File: config.mk
export PLATFORM = sky130hd
export DESIGN_NAME = ack_out_port
export DESIGN_NICKNAME = d
export VERILOG_FILES = /design/src/rtl/ack_out_pkg.sv /design/src/rtl/ack_out_sync.sv /design/src/rtl/ack_out_edge.sv /design/src/rtl/ack_out_ctrl.sv /design/src/rtl/ack_out_drive.sv /design/src/rtl/ack_out_port.sv
export SDC_FILE = /design/constraint.sdc
export NUM_CORES = 1
export LEC_CHECK = 0
export ABC_AREA = 0
export BUFFER_PORTS_ARGS = -buffer_cell sky130_fd_sc_hd__buf_4
export CORE_MARGIN = 4
export CORE_UTILIZATION = 30
export DETAILED_ROUTE_END_ITERATION = 8
export GPL_TIMING_DRIVEN = 1
export SYNTH_ARGS = -nofsm -noshare
export SYNTH_HDL_FRONTEND = slang
export SYNTH_SLANG_ARGS = --single-unit
File: constraint.sdc
create_clock -name clk -period 1.7 [get_ports clk]
set_input_delay 0.34 -clock clk [delete_from_list [all_inputs] [get_ports clk]]
set_output_delay 0.34 -clock clk [all_outputs]
set_load 0.005 [all_outputs]
File: src/rtl/ack_out_pkg.sv
package ack_out_pkg;

  // A rising edge: the previous sample was low and the current one is high.
  function automatic logic edge_up(input logic prev, input logic cur);
    return ~prev & cur;
  endfunction

  // A falling edge: the previous sample was high and the current one is low.
  function automatic logic edge_down(input logic prev, input logic cur);
    return prev & ~cur;
  endfunction

  // The interrupt is set only when the peripheral consumed a real byte,
  // nothing is pending any more, and the enable allows it.
  function automatic logic intr_qualify(input logic taken, input logic obf_n,
                                        input logic en);
    return taken & obf_n & en;
  endfunction

  // Output enable for the two drive modes; ack_low is the synchronized level.
  function automatic logic drive_enable(input logic shared_bus, input logic ack_low);
    return shared_bus ? ack_low : 1'b1;
  endfunction

  typedef struct packed {
    logic wr_rise;
    logic wr_fall;
    logic ack_rise;
    logic ack_fall;
  } hs_events_t;

endpackage

File: src/rtl/ack_out_sync.sv
module ack_out_sync #(
  parameter int STAGES    = 2,
  parameter bit RESET_VAL = 1'b1
) (
  input  logic clk,
  input  logic rst_n,
  input  logic d_async,
  output logic q_sync
);

  generate
    if (STAGES == 0) begin : g_bypass
      assign q_sync = d_async;
    end else begin : g_chain
      logic stage_q [STAGES];
      for (genvar i = 0; i < STAGES; i++) begin : g_stage
        if (i == 0) begin : g_first
          always_ff @(posedge clk or negedge rst_n) begin
            if (!rst_n) stage_q[i] <= RESET_VAL;
            else        stage_q[i] <= d_async;
          end
        end else begin : g_next
          always_ff @(posedge clk or negedge rst_n) begin
            if (!rst_n) stage_q[i] <= RESET_VAL;
            else        stage_q[i] <= stage_q[i-1];
          end
        end
      end
      assign q_sync = stage_q[STAGES-1];
    end
  endgenerate

endmodule

File: src/rtl/ack_out_edge.sv
module ack_out_edge
  import ack_out_pkg::*;
#(
  parameter bit RESET_VAL = 1'b1
) (
  input  logic clk,
  input  logic rst_n,
  input  logic level,
  output logic rise,
  output logic fall
);

  logic level_q;

  always_ff @(posedge clk or negedge rst_n) begin
    if (!rst_n) level_q <= RESET_VAL;
    else        level_q <= level;
  end

  assign rise = edge_up(level_q, level);
  assign fall = edge_down(level_q, level);

endmodule

File: src/rtl/ack_out_ctrl.sv
module ack_out_ctrl
  import ack_out_pkg::*;
(
  input  logic       clk,
  input  logic       rst_n,
  input  hs_events_t ev,
  input  logic       bsr_stb,
  input  logic       bsr_bit,
  output logic       obf_n,
  output logic       taken,
  output logic       ie,
  output logic       intr
);

  // Buffer full: a finished write makes a byte pending; an acknowledge
  // consumes it. A write on the same edge keeps the new byte pending.
  always_ff @(posedge clk or negedge rst_n) begin
    if (!rst_n)           obf_n <= 1'b1;
    else if (ev.wr_rise)  obf_n <= 1'b0;
    else if (ev.ack_fall) obf_n <= 1'b1;
  end

  // Remember that this acknowledge pulse actually consumed a byte.
  always_ff @(posedge clk or negedge rst_n) begin
    if (!rst_n)                   taken <= 1'b0;
    else if (ev.ack_fall)         taken <= ~obf_n;
    else if (ev.ack_rise)         taken <= 1'b0;
  end

  // Interrupt enable, loaded by the set/reset command.
  always_ff @(posedge clk or negedge rst_n) begin
    if (!rst_n)       ie <= 1'b0;
    else if (bsr_stb) ie <= bsr_bit;
  end

  // Interrupt request: the start of the next write clears it, and that clear
  // takes priority over a set on the same edge.
  always_ff @(posedge clk or negedge rst_n) begin
    if (!rst_n)
      intr <= 1'b0;
    else if (ev.wr_fall)
      intr <= 1'b0;
    else if (ev.ack_rise && intr_qualify(taken, obf_n, ie))
      intr <= 1'b1;
  end

endmodule

File: src/rtl/ack_out_drive.sv
module ack_out_drive
  import ack_out_pkg::*;
#(
  parameter int DATA_W = 8
) (
  input  logic              clk,
  input  logic              rst_n,
  input  logic              load,
  input  logic [DATA_W-1:0] wdata,
  input  logic              shared_bus,
  input  logic              ack_low,
  output logic [DATA_W-1:0] pins,
  output logic              oe
);

  logic [DATA_W-1:0] latch_q;

  always_ff @(posedge clk or negedge rst_n) begin
    if (!rst_n)    latch_q <= '0;
    else if (load) latch_q <= wdata;
  end

  assign pins = latch_q;
  assign oe   = drive_enable(shared_bus, ack_low);

endmodule

File: src/rtl/ack_out_port.sv
module ack_out_port
  import ack_out_pkg::*;
#(
  parameter int DATA_W   = 8,
  parameter int ACK_SYNC = 2
) (
  input  logic              clk,
  input  logic              rst_n,
  input  logic              cpu_wr_n,
  input  logic [DATA_W-1:0] cpu_wdata,
  input  logic              bsr_stb,
  input  logic              bsr_bit,
  input  logic              bidir_mode,
  input  logic              per_ack_n,
  output logic              per_obf_n,
  output logic              intr_req,
  output logic [DATA_W-1:0] pin_data,
  output logic              pin_oe
);

  // Named internal events, visible to the bound checker.
  logic       ack_s;
  logic       wr_rise, wr_fall, ack_rise, ack_fall;
  logic       byte_taken, ie_q;
  hs_events_t ev;

  ack_out_sync #(.STAGES(ACK_SYNC), .RESET_VAL(1'b1)) u_ack_sync (
    .clk     (clk),
    .rst_n   (rst_n),
    .d_async (per_ack_n),
    .q_sync  (ack_s)
  );

  ack_out_edge #(.RESET_VAL(1'b1)) u_wr_edge (
    .clk   (clk),
    .rst_n (rst_n),
    .level (cpu_wr_n),
    .rise  (wr_rise),
    .fall  (wr_fall)
  );

  ack_out_edge #(.RESET_VAL(1'b1)) u_ack_edge (
    .clk   (clk),
    .rst_n (rst_n),
    .level (ack_s),
    .rise  (ack_rise),
    .fall  (ack_fall)
  );

  assign ev = '{wr_rise: wr_rise, wr_fall: wr_fall,
                ack_rise: ack_rise, ack_fall: ack_fall};

  ack_out_ctrl u_ctrl (
    .clk     (clk),
    .rst_n   (rst_n),
    .ev      (ev),
    .bsr_stb (bsr_stb),
    .bsr_bit (bsr_bit),
    .obf_n   (per_obf_n),
    .taken   (byte_taken),
    .ie      (ie_q),
    .intr    (intr_req)
  );

  ack_out_drive #(.DATA_W(DATA_W)) u_drive (
    .clk        (clk),
    .rst_n      (rst_n),
    .load       (wr_rise),
    .wdata      (cpu_wdata),
    .shared_bus (bidir_mode),
    .ack_low    (~ack_s),
    .pins       (pin_data),
    .oe         (pin_oe)
  );

endmodule

==> flow_metrics.py, run 1 <==
metrics = {
    "layout": {
        "areaGrowthSynthToFinish_pct": 40.1,
        "final_cell_area_um2": 896,
        "layout_commonest_cell": "buf_4",
        "nets": 87,
        "diodes": 0,
        "layout_common_cells": "buf_4, dfrtp_1, mux2_4",
        "drive_above_1_share": 0.638,
    },
    "synth": {
        "synthCells": 40,
        "ys_ff_latch": 16,
        "synth_top_area_cell": "dfrtp_1",
        "synth_cell_type_count": 14,
        "yosys-top-cells-area": "dfrtp_1, dfstp_2, mux2_4",
        "yosys_warnings": 0,
        "synth_top_area_share": 0.431,
        "ys_seq_area_frac": 0.636,
        "avgSynthCellArea_um2": 16.0,
        "synth_fp_nets": 57,
        "netlist_area_um2": 639,
    },
    "timing": {
        "finalMaxSlewViolations": 0,
        "tns_ns": 0,
        "rsz0062_at_grt": "false",
        "hold_viol": 0,
        "finalClockSkew_ns": 0.00436,
        "setup_slack_ns": 0.333,
        "timing.slew.headroom": 0.774,
        "fin_crit_ns": 1.37,
        "clock.fmax_mhz": 732,
        "fin_crit_sh": 0.804,
        "worst_pin_slew_ns": 0.339,
        "setup_violations": 0,
    },
    "floorplanning": {
        "die_h_um": 54.2,
        "initial_core_util": 0.319,
        "num_rows": 16,
        "boundaryPins": 26,
        "core_area_um2": 2000,
        "die_area_um2": 2930,
        "die_w_um": 54.2,
    },
    "clock_network": {
        "clkSlewWorstSetupHoldPaths_ns": 0.09,
        "clock_latency_ns": 0.28,
        "cts_htree_levels": 1,
        "ctsHoldBuffers": 1,
        "cts.root.buffer_cell": "clkbuf_4",
        "cts_tree": "built",
        "clockBufferDepth": 2,
        "clkSinkCount": 16,
        "cts_buffers": 3,
        "cts_resized": 0,
        "cts_setup_buffers": 0,
    },
    "critical_path": {
        "crit_slowest_cell": "dfstp_2",
        "crit_chain": "nand2_1 -> buf_4",
        "cp-start-kind": "register",
        "critPathRequiredTime_ns": 1.36,
        "cp_max_fo": 4,
        "cp.arrival_ns": 1.03,
        "reg2reg_slack_ns": 0.54,
        "path_class": "reg2out",
        "endpoint_kind": "primary output",
        "path_buf_inv": 1,
        "slowest_delay_ns": 0.57,
        "crit_family": "flip-flops",
    },
    "grt": {
        "antenna_found_initial": 0,
        "grt.total_usage": 0.0906,
        "grt_max_degree": 17,
        "first_global_vias": 425,
        "grt_pass1_wl_um": 1770,
        "grt-ovfl-total": 0,
    },
    "routing": {
        "drtPass1Iterations": 1,
        "via_per_inst": 4.06,
        "first_iter_violations": 0,
        "via_count": 390,
        "ant_nets": 0,
        "drc_errors": 0,
        "wl_per_cell_um": 12.1,
        "drt-total-wl_um": 1160,
    },
    "status": {
        "status": "finished clean",
    },
    "worst_hold_path": {
        "hp-class": "in2reg",
    },
    "power": {
        "p_leak_nw": 0.447,
        "total_power_mw": 0.856,
        "max-vdd-ir-drop_v": 0.000396,
        "cellPowerDensity_nw_per_um2": 956,
    },
    "job": {
        "max-cap-violations": 0,
    },
    "place": {
        "port_buffers": 25,
        "postPlaceCellArea_um2": 850,
        "place.gp.congestion": 0.578,
        "hpwl_um": 915,
        "dp_slack_ns": 0.459,
    },
}
## stage by stage
| step | hold slack [ns] | util | cells |
|---|---|---|---|
| after floorplan | 0.0444 | - | 40 |
| after detailed placement | 0.206 | 0.424 | 91 |
| after global placement | 0.207 | 0.424 | 91 |
| after CTS | 0.148 | 0.448 | 96 |
| after global routing | 0.140 | 0.448 | 96 |
| final | 0.158 | 0.448 | 96 |
## metal layers
metal	share of wire	GRT usage
met1	0.39	0.0981
met2	0.50	0.145
met3	0.076	0.0166
met4	0.033	0.0871
met5	0	0
## worst paths after layout
kind	from	to	cells past startpoint
setup reg to reg	u_ack_sync.q_sync$_DFF_PN1_	u_ctrl.taken$_DFFE_PN0P_	4
max in group asynchronous	rst_n	u_ack_sync.q_sync$_DFF_PN1_	2
hold / removal	per_ack_n	u_ack_sync.g_chain.stage_q[1]$_DFF_PN1_	1
setup / recovery	u_ack_sync.q_sync$_DFF_PN1_	pin_oe	2
hold reg to reg	u_ack_sync.g_chain.stage_q[1]$_DFF_PN1_	u_ack_sync.q_sync$_DFF_PN1_	0
min in group asynchronous	rst_n	u_drive.pins[3]$_DFFE_PN0P_	2
## synthesized netlist by cell type
cell and count:
dfrtp_1 11, mux2_4 8, dfstp_2 5, inv_1 3, ha_1 2, nand2_1 2, nor2_1 2, a21oi_1 1
a41oi_1 1, buf_6 1, mux2_2 1, nand2b_1 1, nor2b_4 1, o21ai_0 1
## area by class of cell
type / count / area (um^2)
Fill cell: 206 / 1110
Sequential cell: 16 / 407
Multi-Input combinational cell: 20 / 210
Timing Repair Buffer: 26 / 198
Clock buffer: 4 / 36.3
Tap cell: 27 / 33.8
Inverter: 3 / 11.3
## cell families (layout without fill, tap and decap cells)
| kind of cell | after synthesis | after routing | share of synthesized area |
|---|---|---|---|
| flops | 16 | 16 | 0.636 |
| simple gates | 6 | 6 | 0.0548 |
| mux | 9 | 9 | 0.205 |
| buf+inv | 4 | 33 | 0.0352 |
| compound gates | 3 | 3 | 0.0293 |
| fa+ha+maj | 2 | 2 | 0.0391 |
## where the power goes
group,switching (mW),internal (mW)
clock network,0.116,0.130
registers,0.0265,0.428
logic,0.0468,0.109
## state kept, by name (all words and copies together), names as in the netlist
signal	flops
u_drive.pins	8
u_ack_edge.level_q	1
u_ack_sync.g_chain.stage_q	1
u_ack_sync.q_sync	1
u_ctrl.ie	1
u_ctrl.intr	1
u_ctrl.obf_n	1
u_ctrl.taken	1
u_wr_edge.level_q	1
Power figures use the tool's default switching activity.
==> run 2, diff against run 1 <==
clock period = 1.2 ns   (was 1.7 ns; I/O delays follow)
==> run 2 against run 1 <==
  * Clock power grew 15%
  * Utilization grew 2.7 points
  * Final area up 6.1%
  * Critical endpoint unchanged
  * The flow now finishes with violations (setup timing)
  * Global-route usage up 0.44 points
==> flow_metrics.py, run 2 (synthesized netlist as in run 1, its figures left out) <==
metrics = {
    "status": {
        "status": "complete, but fails checks",
        "violations": "setup timing",
    },
    "routing": {
        "drt-total-wl_um": 1140,
        "via_count": 408,
        "via_per_inst": 4.12,
        "drtPass1Iterations": 4,
        "wl_per_cell_um": 11.5,
        "first_iter_violations": 7,
        "drc_errors": 0,
        "ant_nets": 0,
    },
    "power": {
        "p_leak_nw": 0.461,
        "cellPowerDensity_nw_per_um2": 1240,
        "max-vdd-ir-drop_v": 0.000625,
    },
    "layout": {
        "fillerInstances": 197,
        "multi_input_area_um2": 233,
        "nets": 90,
        "areaGrowthSynthToFinish_pct": 48.7,
        "diodes": 0,
        "largest_reg_flops": 8,
        "layout_common_cells": "buf_4, dfrtp_1, mux2_4",
        "final_util": 0.475,
        "regArea_um2": 407,
        "drive_above_1_share": 0.694,
        "layout_commonest_cell": "buf_4",
    },
    "job": {
        "max-cap-violations": 0,
    },
    "place": {
        "hpwl_um": 832,
        "port_buffers": 25,
        "place.gp.congestion": 0.592,
        "dp_slack_ns": 0.0464,
    },
    "timing": {
        "clock.fmax_mhz": 822,
        "worst_pin_slew_ns": 0.199,
        "timing.slew.headroom": 0.867,
        "fin_crit_sh": 1.01,
        "setup_slack_ns": -0.0160,
        "finalClockSkew_ns": 0.00132,
        "rsz0062_at_grt": "true",
        "hold_viol": 0,
        "finalMaxSlewViolations": 0,
        "setup_violations": 1,
        "fin_crit_ns": 1.22,
    },
    "floorplanning": {
        "num_rows": 16,
        "boundaryPins": 26,
        "initial_core_util": 0.319,
        "core_area_um2": 2000,
        "die_h_um": 54.2,
        "die_w_um": 54.2,
        "die_area_um2": 2930,
    },
    "clock_network": {
        "clkSlewWorstSetupHoldPaths_ns": 0.09,
        "clock_latency_ns": 0.28,
        "clockBufferDepth": 2,
        "cts.root.buffer_cell": "clkbuf_4",
        "cts_tree": "built",
        "cts_htree_levels": 1,
        "cts_buffers": 3,
        "clkSinkCount": 16,
    },
    "grt": {
        "antenna_found_initial": 0,
        "first_global_vias": 427,
        "grt.total_usage": 0.0950,
        "grt_max_degree": 17,
        "grt_pass1_wl_um": 1900,
        "grt-ovfl-total": 0,
    },
    "critical_path": {
        "cp_max_fo": 2,
        "slowest_delay_ns": 0.54,
        "reg2reg_slack_ns": 0.05,
        "cp-start-kind": "register",
        "critPathRequiredTime_ns": 0.96,
        "crit_family": "flip-flops",
        "endpoint_kind": "primary output",
        "crit_chain": "nand2_2 -> buf_6",
        "path_buf_inv": 1,
        "crit_slowest_cell": "dfstp_2",
        "path_class": "reg2out",
        "cp.arrival_ns": 0.98,
    },
    "worst_hold_path": {
        "hp-class": "in2reg",
    },
}
-- run 2: path summary, 6_finish.rpt --
check | from | end | cells after the start
worst max-delay path | u_ack_sync.q_sync$_DFF_PN1_ | pin_oe | 2
worst min-delay path | per_ack_n | u_ack_sync.g_chain.stage_q[1]$_DFF_PN1_ | 1
worst max register to register | u_wr_edge.level_q$_DFF_PN1_ | u_drive.pins[7]$_DFFE_PN0P_ | 3
worst min register to register | u_ack_sync.g_chain.stage_q[1]$_DFF_PN1_ | u_ack_sync.q_sync$_DFF_PN1_ | 0
max in group asynchronous | rst_n | u_ctrl.obf_n$_DFFE_PN1P_ | 2
min in group asynchronous | rst_n | u_ctrl.intr$_DFFE_PN0P_ | 2
-- run 2: stage by stage --
stage          area [um^2]  TNS, ns  std cells  power (mW)  hold slack (ns)
2_1_floorplan          639        0         40       0.743          -0.0556
3_3_place_gp           850        0         91       0.872            0.107
3_5_place_dp           850        0         91       0.875            0.108
4_1_cts                893  -0.0311         97        1.17           0.0531
5_1_grt                951  -0.0930         99        1.26           0.0350
6_report               951  -0.0160         99        1.18           0.0636
-- run 2: where the power goes --
group	leakage, nW	internal [mW]	switching [mW]	total, mW
clock	0.0150	0.129	0.155	0.284
sequential	0.185	0.606	0.0384	0.645
combinational	0.261	0.175	0.0726	0.247
-- run 2: what timing repair did --
item,CTS,global route
hold buffers,1,0
endpoints found under the hold margin,11,0
pin swaps,1,1
endpoints found under the setup margin,1,6
buffers inserted,1,2
gates resized for setup,0,7
-- run 2: worst register-to-register path: stages (launching register included) --
cell and delay (ns):
dfstp_2 0.56, nor2b_4 0.05, buf_12 0.14, mux2_4 0.29
-- run 2: cell type report --
cell class	instances	share of cell area
inverter	3	0.0118
multi-input combinational	20	0.245
sequential	16	0.428
tap	27	0.0355
timing repair buffer	29	0.253
clock buffer	4	0.0276
-- run 2: layer usage --
metal,global-route usage,routed length (um)
met4,0.0747,0
met5,0,0
met2,0.143,596
met1,0.118,464
met3,0.0166,78
